### src/rtl/sar_nr_pkg.sv
package sar_nr_pkg;

    typedef enum logic [1:0] {
        BM_HOLD  = 2'd0,
        BM_SHIFT = 2'd1,
        BM_LOAD  = 2'd2
    } bit_mode_e;

endpackage

### src/rtl/sar_step_ctrl.sv
module sar_step_ctrl #(
    parameter int WIDTH = 8
) (
    input  logic             clk,
    input  logic             rst,
    input  logic             start,
    output logic             go,
    output logic [WIDTH-1:0] ptr,
    output logic             busy,
    output logic             done
);
    localparam logic [WIDTH-1:0] TOP_ONE = {1'b1, {(WIDTH-1){1'b0}}};

    typedef struct packed {
        logic [WIDTH-1:0] ptr;
        logic             busy;
        logic             done;
    } step_state_t;

    step_state_t st_d, st_q;

    assign go = start & ~st_q.busy;

    always_comb begin
        st_d      = st_q;
        st_d.done = 1'b0;
        if (st_q.busy) begin
            st_d.ptr = st_q.ptr >> 1;
            if (st_q.ptr[0]) begin
                st_d.busy = 1'b0;
                st_d.done = 1'b1;
            end
        end else if (go) begin
            st_d.ptr  = TOP_ONE;
            st_d.busy = 1'b1;
        end
    end

    always_ff @(posedge clk) begin
        if (rst) begin
            st_q <= '0;
        end else begin
            st_q <= st_d;
        end
    end

    assign ptr  = st_q.ptr;
    assign busy = st_q.busy;
    assign done = st_q.done;
endmodule

### src/rtl/sar_mode_dec.sv
module sar_mode_dec
    import sar_nr_pkg::*;
#(
    parameter int WIDTH = 8
) (
    input  logic                 go,
    input  logic [WIDTH-1:0]     ptr,
    output bit_mode_e            mode [WIDTH],
    output logic [WIDTH-1:0]     en,
    output logic [WIDTH-1:0]     shift_in
);
    for (genvar i = 0; i < WIDTH; i++) begin : g_dec
        logic above;
        if (i == WIDTH - 1) begin : g_top
            assign above = go;
        end else begin : g_low
            assign above = ptr[i+1];
        end

        always_comb begin
            if (go) begin
                mode[i] = BM_SHIFT;
            end else if (ptr[i]) begin
                mode[i] = BM_LOAD;
            end else if (above) begin
                mode[i] = BM_SHIFT;
            end else begin
                mode[i] = BM_HOLD;
            end
        end

        assign en[i]       = go | ptr[i] | above;
        assign shift_in[i] = above;
    end
endmodule

### src/rtl/sar_bit_cell.sv
module sar_bit_cell
    import sar_nr_pkg::*;
(
    input  logic      clk,
    input  logic      rst,
    input  logic      en,
    input  bit_mode_e mode,
    input  logic      shift_in,
    input  logic      cmp_hi,
    output logic      q
);
    logic q_d, q_q;

    always_comb begin
        q_d = q_q;
        if (en) begin
            case (mode)
                BM_SHIFT: q_d = shift_in;
                BM_LOAD:  q_d = cmp_hi;
                default:  q_d = q_q;
            endcase
        end
    end

    always_ff @(posedge clk) begin
        if (rst) begin
            q_q <= 1'b0;
        end else begin
            q_q <= q_d;
        end
    end

    assign q = q_q;
endmodule

### src/rtl/sar_nr_ctrl.sv
module sar_nr_ctrl
    import sar_nr_pkg::*;
#(
    parameter int WIDTH = 8
) (
    input  logic             clk,
    input  logic             rst,
    input  logic             start,
    input  logic             cmp_hi,
    output logic [WIDTH-1:0] word,
    output logic             busy,
    output logic             done
);
    localparam int MSB = WIDTH - 1;

    logic             go;
    logic [WIDTH-1:0] ptr_q;
    logic [WIDTH-1:0] bit_en;
    logic [WIDTH-1:0] bit_shift_in;
    bit_mode_e        bit_mode [WIDTH];
    logic [MSB:0]     cell_q;

    sar_step_ctrl #(.WIDTH(WIDTH)) u_step (
        .clk   (clk),
        .rst   (rst),
        .start (start),
        .go    (go),
        .ptr   (ptr_q),
        .busy  (busy),
        .done  (done)
    );

    sar_mode_dec #(.WIDTH(WIDTH)) u_dec (
        .go       (go),
        .ptr      (ptr_q),
        .mode     (bit_mode),
        .en       (bit_en),
        .shift_in (bit_shift_in)
    );

    for (genvar i = 0; i < WIDTH; i++) begin : g_cell
        sar_bit_cell u_cell (
            .clk      (clk),
            .rst      (rst),
            .en       (bit_en[i]),
            .mode     (bit_mode[i]),
            .shift_in (bit_shift_in[i]),
            .cmp_hi   (cmp_hi),
            .q        (cell_q[i])
        );
    end

    assign word = cell_q;
endmodule

### config.mk
export PLATFORM = sky130hd
export DESIGN_NAME = sar_nr_ctrl
export DESIGN_NICKNAME = d
export VERILOG_FILES = /design/src/rtl/sar_nr_pkg.sv /design/src/rtl/sar_step_ctrl.sv /design/src/rtl/sar_mode_dec.sv /design/src/rtl/sar_bit_cell.sv /design/src/rtl/sar_nr_ctrl.sv
export SDC_FILE = /design/constraint.sdc
export NUM_CORES = 1
export LEC_CHECK = 0
export BUFFER_PORTS_ARGS = -buffer_cell sky130_fd_sc_hd__buf_2
export CAP_MARGIN = 5
export CORE_AREA = 2 2 50 52
export DETAILED_ROUTE_END_ITERATION = 10
export DIE_AREA = 0 0 52 54
export PLACE_DENSITY = 0.82
export SLEW_MARGIN = 20
export SYNTH_ARGS = -nofsm -noshare
export SYNTH_HDL_FRONTEND = slang
export SYNTH_SLANG_ARGS = --single-unit
export TNS_END_PERCENT = 5
### constraint.sdc
create_clock -name clk -period 1.8 [get_ports clk]
set_clock_uncertainty 0.2 [all_clocks]
set_input_delay 0.09 -clock clk [delete_from_list [all_inputs] [get_ports clk]]
set_output_delay 0.09 -clock clk [all_outputs]
set_load 0.01 [all_outputs]
Yosys cells after proc, flatten, opt, wreduce, memory -nomap -nowiden. Cells that the tools add are included.

Equal/unequal tests: 16. Div/mod/pow operators: 0. Multipliers: 0. $add $sub $neg: 0. Order comparisons: 0. Reduce and logical (&&, ||, !) cells: 19. Bitwise operators: 18. Multiplexer cells: 34. Shift operators: 0.

Operator list (number): 2-to-1 mux 2 bit (17); nonzero test 2 bit (9); equality test 2 x 1 -> 1 bit (second input constant) (8); equality test 2 bit (second input constant) (8); 2-to-1 mux 8 bit (2); OR 1 bit (16); case mux 1 bit (2 select lines) (8); AND reduction 2 bit (8); 2-to-1 mux 1 bit (7); OR reduction 2 bit (2); bitwise AND 1 bit (1); inverter 1 bit (1).

Flip-flop bits (word level): 18. Bits in latches: 0. Bits of input ports: 4. Word-level logic and storage cells: 99. Output and inout port bits: 10. ROM bits: 0. Memories: 0. Memory bits (writable): 0.

Depth between registers and ports, before layout.
Depth after elaboration: 6. Mapped depth: 8. Depth with buffers taken out: 6.

Hierarchy. Synthesis repeated with hierarchy kept, for this count alone.

Cells, all modules: 139. Area total of the unflattened synthesis: 1201.2 um^2.

By module, submodules not included: sar_bit_cell (cells each 7, instances 8, area an instance 63.8 um^2, seq. area each 20.0 um^2); sar_step_ctrl (cells each 43, instances 1, area an instance 446.7 um^2, seq. area each 200.2 um^2); sar_mode_dec (cells each 40, instances 1, area an instance 244.0 um^2, seq. area each 0.0 um^2).

Worst setup path after synthesis. OpenSTA, ideal clock, no wires.

Path kind: register to register. Start point: register u_step.st_q (netlist bit u_step.busy). End point: register g_cell[0].u_cell.q_q. Period minus slack after synthesis: 2048 ps. Stages on the path, launching flop included: 8. Buffers on the path: 2. Path slack: -248 ps. Arrival: 1724 ps. Path through: dfxtp_1 > buf_6 > nor2b_1 > buf_4 > a21oi_1 > ha_1 > a31oi_1 > mux2_1.

Cells in the longest elaborated chain, start to end: 6. Elaborated cells on any way between the ends: 10.

RTL lines: start, declared (RTL line sar_step_ctrl.sv:20) `step_state_t st_d, st_q;`; start signal, assigned (RTL line sar_step_ctrl.sv:43) `st_q <= st_d;`; inverter 1 bit (no line) (*); bitwise AND 1 bit (*) (RTL line sar_step_ctrl.sv:22) `assign go = start & ~st_q.busy;`; 2-to-1 mux 2 bit (RTL line sar_mode_dec.sv:21) `if (go) begin`; equality test 2 x 1 -> 1 bit or equality test 2 bit (tied branches) (RTL line sar_bit_cell.sv:17) `case (mode)`; nonzero test 2 bit (no line); AND reduction 2 bit (no line); end signal, assigned (RTL line sar_bit_cell.sv:29) `q_q <= q_d;`; end, declared (RTL line sar_bit_cell.sv:12) `logic q_d, q_q;`.

Mark *: on every way between the ends. The rest lies on a longest branch, timed or not. A chain may end at the register's enable or synchronous reset.

Worst setup path in the final report.
Start point: register u_step.st_q (netlist bit u_step.busy). End point: register g_cell[2].u_cell.q_q.

Cells in the longest elaborated chain, start to end: 6. Elaborated cells on any way between the ends: 10.

RTL lines (RTL line): inverter 1 bit (no line) (*); bitwise AND 1 bit (*) (sar_step_ctrl.sv:22); 2-to-1 mux 2 bit (sar_mode_dec.sv:21); equality test 2 x 1 -> 1 bit or equality test 2 bit (tied branches) (sar_bit_cell.sv:17); nonzero test 2 bit (no line); AND reduction 2 bit (no line); end signal, assigned (sar_bit_cell.sv:29); end, declared (sar_bit_cell.sv:12).

Marks and branches as above.

==> flow_summary.json <==
{
  "status": "finished, final reports clean",
  "clockBufferDepth": 2,
  "hold_path_class": "input pin to flip-flop",
  "cp-startpoint": "u_step.busy",
  "first_global_vias": 817,
  "ant_nets": 0,
  "synth_area_leader_cell": "dfxtp_1",
  "rsz0062_at_grt": "yes",
  "syn2layout_area_growth_pct": 6.66,
  "cts_root_buf": "clkbuf_4",
  "synth.avg_cell_area_sq_um": 8.51,
  "pre_cts_ws_ps": -14.1,
  "dp_hpwl_um": 1340,
  "ys_warn_count": 0,
  "synthTopCellsByArea": "dfxtp_1, nor2_1, ha_1, a21oi_1, mux2i_1",
  "start_util_pct": 47.0,
  "power_leakage_nw": 0.488,
  "finalMaxSlewViolations": 0,
  "arrival_ps": 1760,
  "relSlewSlack_pct": 71.5,
  "numCtsBuffers": 3,
  "timing.rr.start": "u_step.busy",
  "synth_seq_area_share_pct": 33.1,
  "finalCriticalPeriod_ps": 1770,
  "port_buffers": 13,
  "synth.distinct_cells": 17,
  "cp_slowest_cell": "dfxtp_2",
  "netlist_instances": 128,
  "nets": 146,
  "drive_gt1_share_pct": 21.1,
  "path_class": "flip-flop to flip-flop",
  "clkTransAtPathRegs_ps": 100,
  "min_from": "rst",
  "n_antenna_cell": 0,
  "grt_overflow": 0,
  "critPathLaunchType": "flip-flop",
  "crit_chain": "nor2b_4 > buf_12 > a21oi_1 > ha_1 > a31oi_1 > mux2_1",
  "synth_area_sq_um": 1090,
  "vias": 862,
  "fin_ws_ps": 26.4,
  "drc": 0,
  "drtIter0Drc": 22,
  "hold_depth": 2,
  "dr.pass1.iters": 4,
  "clock.fmax_mhz": 564,
  "synth_top_area_share_pct": 33.1,
  "maxCapViolations": 0,
  "gr-usage-all-layers_pct": 16.3,
  "drt-total-wl_um": 1890,
  "setup_viol_count_final": 0,
  "path_max_fanout": 11,
  "hold_viol_final": 0,
  "core_area_sq_um": 2320,
  "antenna_found_initial": 0,
  "finalCritPeriodShare_pct": 98.5,
  "crit_path_end_kind": "flip-flop",
  "die_h_um": 54,
  "ir_worst_vdd_mv": 0.326,
  "grt_max_degree": 26,
  "max_stage_delay_ps": 350,
  "htreeDepth": 1,
  "reg2reg_slack_ps": 30,
  "die-area_sq_um": 2810,
  "floorplan.rows": 18,
  "gp_congestion": 0.873,
  "hold_path_end": "u_step.ptr[3]",
  "dieWidth_um": 52,
  "tightestPinTransition_ps": 427,
  "grt_pass1_wl_um": 3350,
  "ys_ff_latch": 18,
  "reg2reg_to": "g_cell[2].u_cell.q",
  "clock_latency_ps": 290,
  "wire_per_inst_um": 11.6,
  "powerDensity_nw_per_um2": 621,
  "cts.sinks": 18,
  "reg2reg_depth": 6,
  "cts_tree": "done",
  "crit_required_ps": 1780,
  "synth_fp_nets": 139,
  "routed_via_density": 5.29,
  "fin_util_pct": 50.1,
  "ios": 14
}
==> layer usage <==
layer  vias to the layer above  routed length, um  track usage [%]
li1                        435                  -                -
met4                         0                 27             11.8
met2                        25                910             27.8
met5                         -                  0                0
met1                       400                878             18.9
met3                         2                 75             1.94
==> layout make-up <==
type / count / area [sq um]
fill: 224 / 1160
multi-input combinational: 87 / 596
sequential: 18 / 365
timing repair buffer: 18 / 115
tap: 30 / 37.5
inverter: 7 / 26.3
clock buffer: 3 / 22.5
==> what timing repair did <==
| action | CTS | global route |
|---|---|---|
| endpoints found under the setup margin | 5 | 7 |
| setup buffers | 2 | 0 |
| pin swaps | 0 | 1 |
| gates resized for setup | 0 | 3 |
| cloned | 0 | 0 |
| hold buffers | 0 | 0 |
==> state kept, by name (all words and copies together), names as in the netlist <==
signal and cells:
g_cell.u_cell.q 8, u_step.busy 1, u_step.ptr 8, u_step.done 1
==> kinds of logic after synthesis <==
family	after synthesis	share of synthesized area (%)
and+or+nand+nor	42	20.1
AOI/OAI and AO/OA	23	11.3
buffers and inverters	23	13.0
DFF	18	33.1
muxes	15	14.6
adders and majority gates	7	8.04
==> cells in the mapped netlist <==
library cell,count
nor2_1,24
dfxtp_1,18
a21oi_1,17
buf_4,10
mux2i_1,8
nor2b_1,8
nor3b_1,8
ha_1,7
inv_1,7
a31oi_1,6
mux2_1,6
buf_2,2
buf_6,2
clkbuf_1,2
mux2_2,1
nand2b_4,1
nor3_1,1
==> worst max-delay path: cells and delay by family (launching register included) <==
family	cells	cell delay (ps)
DFF	1	350
muxes	1	340
adders and majority gates	1	290
AOI/OAI and AO/OA	2	210
and+or+nand+nor	1	150
buffers and inverters	1	140
==> worst max-delay path by stage <==
stage / to / slack (ps)
2_1_floorplan: g_cell[0].u_cell.q / -50
3_3_place_gp: g_cell[3].u_cell.q / 20
3_5_place_dp: g_cell[2].u_cell.q / -10
4_1_cts: g_cell[3].u_cell.q / 40
5_1_grt: g_cell[3].u_cell.q / -70
6_report: g_cell[2].u_cell.q / 30
==> metrics by stage <==
step / cell area [sq um] / hold slack (ps) / TNS (ps) / cells / power, W
global placement: 1110 / 298 / 0 / 158 / 0.000518
finish: 1160 / 13.9 / 0 / 163 / 0.000722
global route: 1160 / 29.3 / -268 / 163 / 0.000756
CTS: 1160 / 9.29 / 0 / 163 / 0.000729
floorplan: 1100 / 107 / -239 / 128 / 0.000511
detailed placement: 1110 / 288 / -23.0 / 158 / 0.000523
==> report_power, final <==
group	leakage, nW	switching [W]	total, W	internal (W)
logic	0.326	0.0000631	0.000113	0.0000494
registers	0.148	0.00000594	0.000413	0.000407
clock network	0.0138	0.000119	0.000197	0.0000777
total	0.488	0.000188	0.000722	0.000534
==> layout by cell type (no fill, tap or decap), drive strengths merged <==
cell type | netlist | final
nor2b | 8 | 8
nand2b | 1 | 1
a21oi | 17 | 17
buf | 14 | 18
dfxtp | 18 | 18
nor2 | 24 | 24
mux2i | 8 | 8
a31oi | 6 | 6
nor3 | 1 | 1
ha | 7 | 7
mux2 | 7 | 7
inv | 7 | 7
clkbuf | 2 | 3
nor3b | 8 | 8
Power figures use the tool's default switching activity.
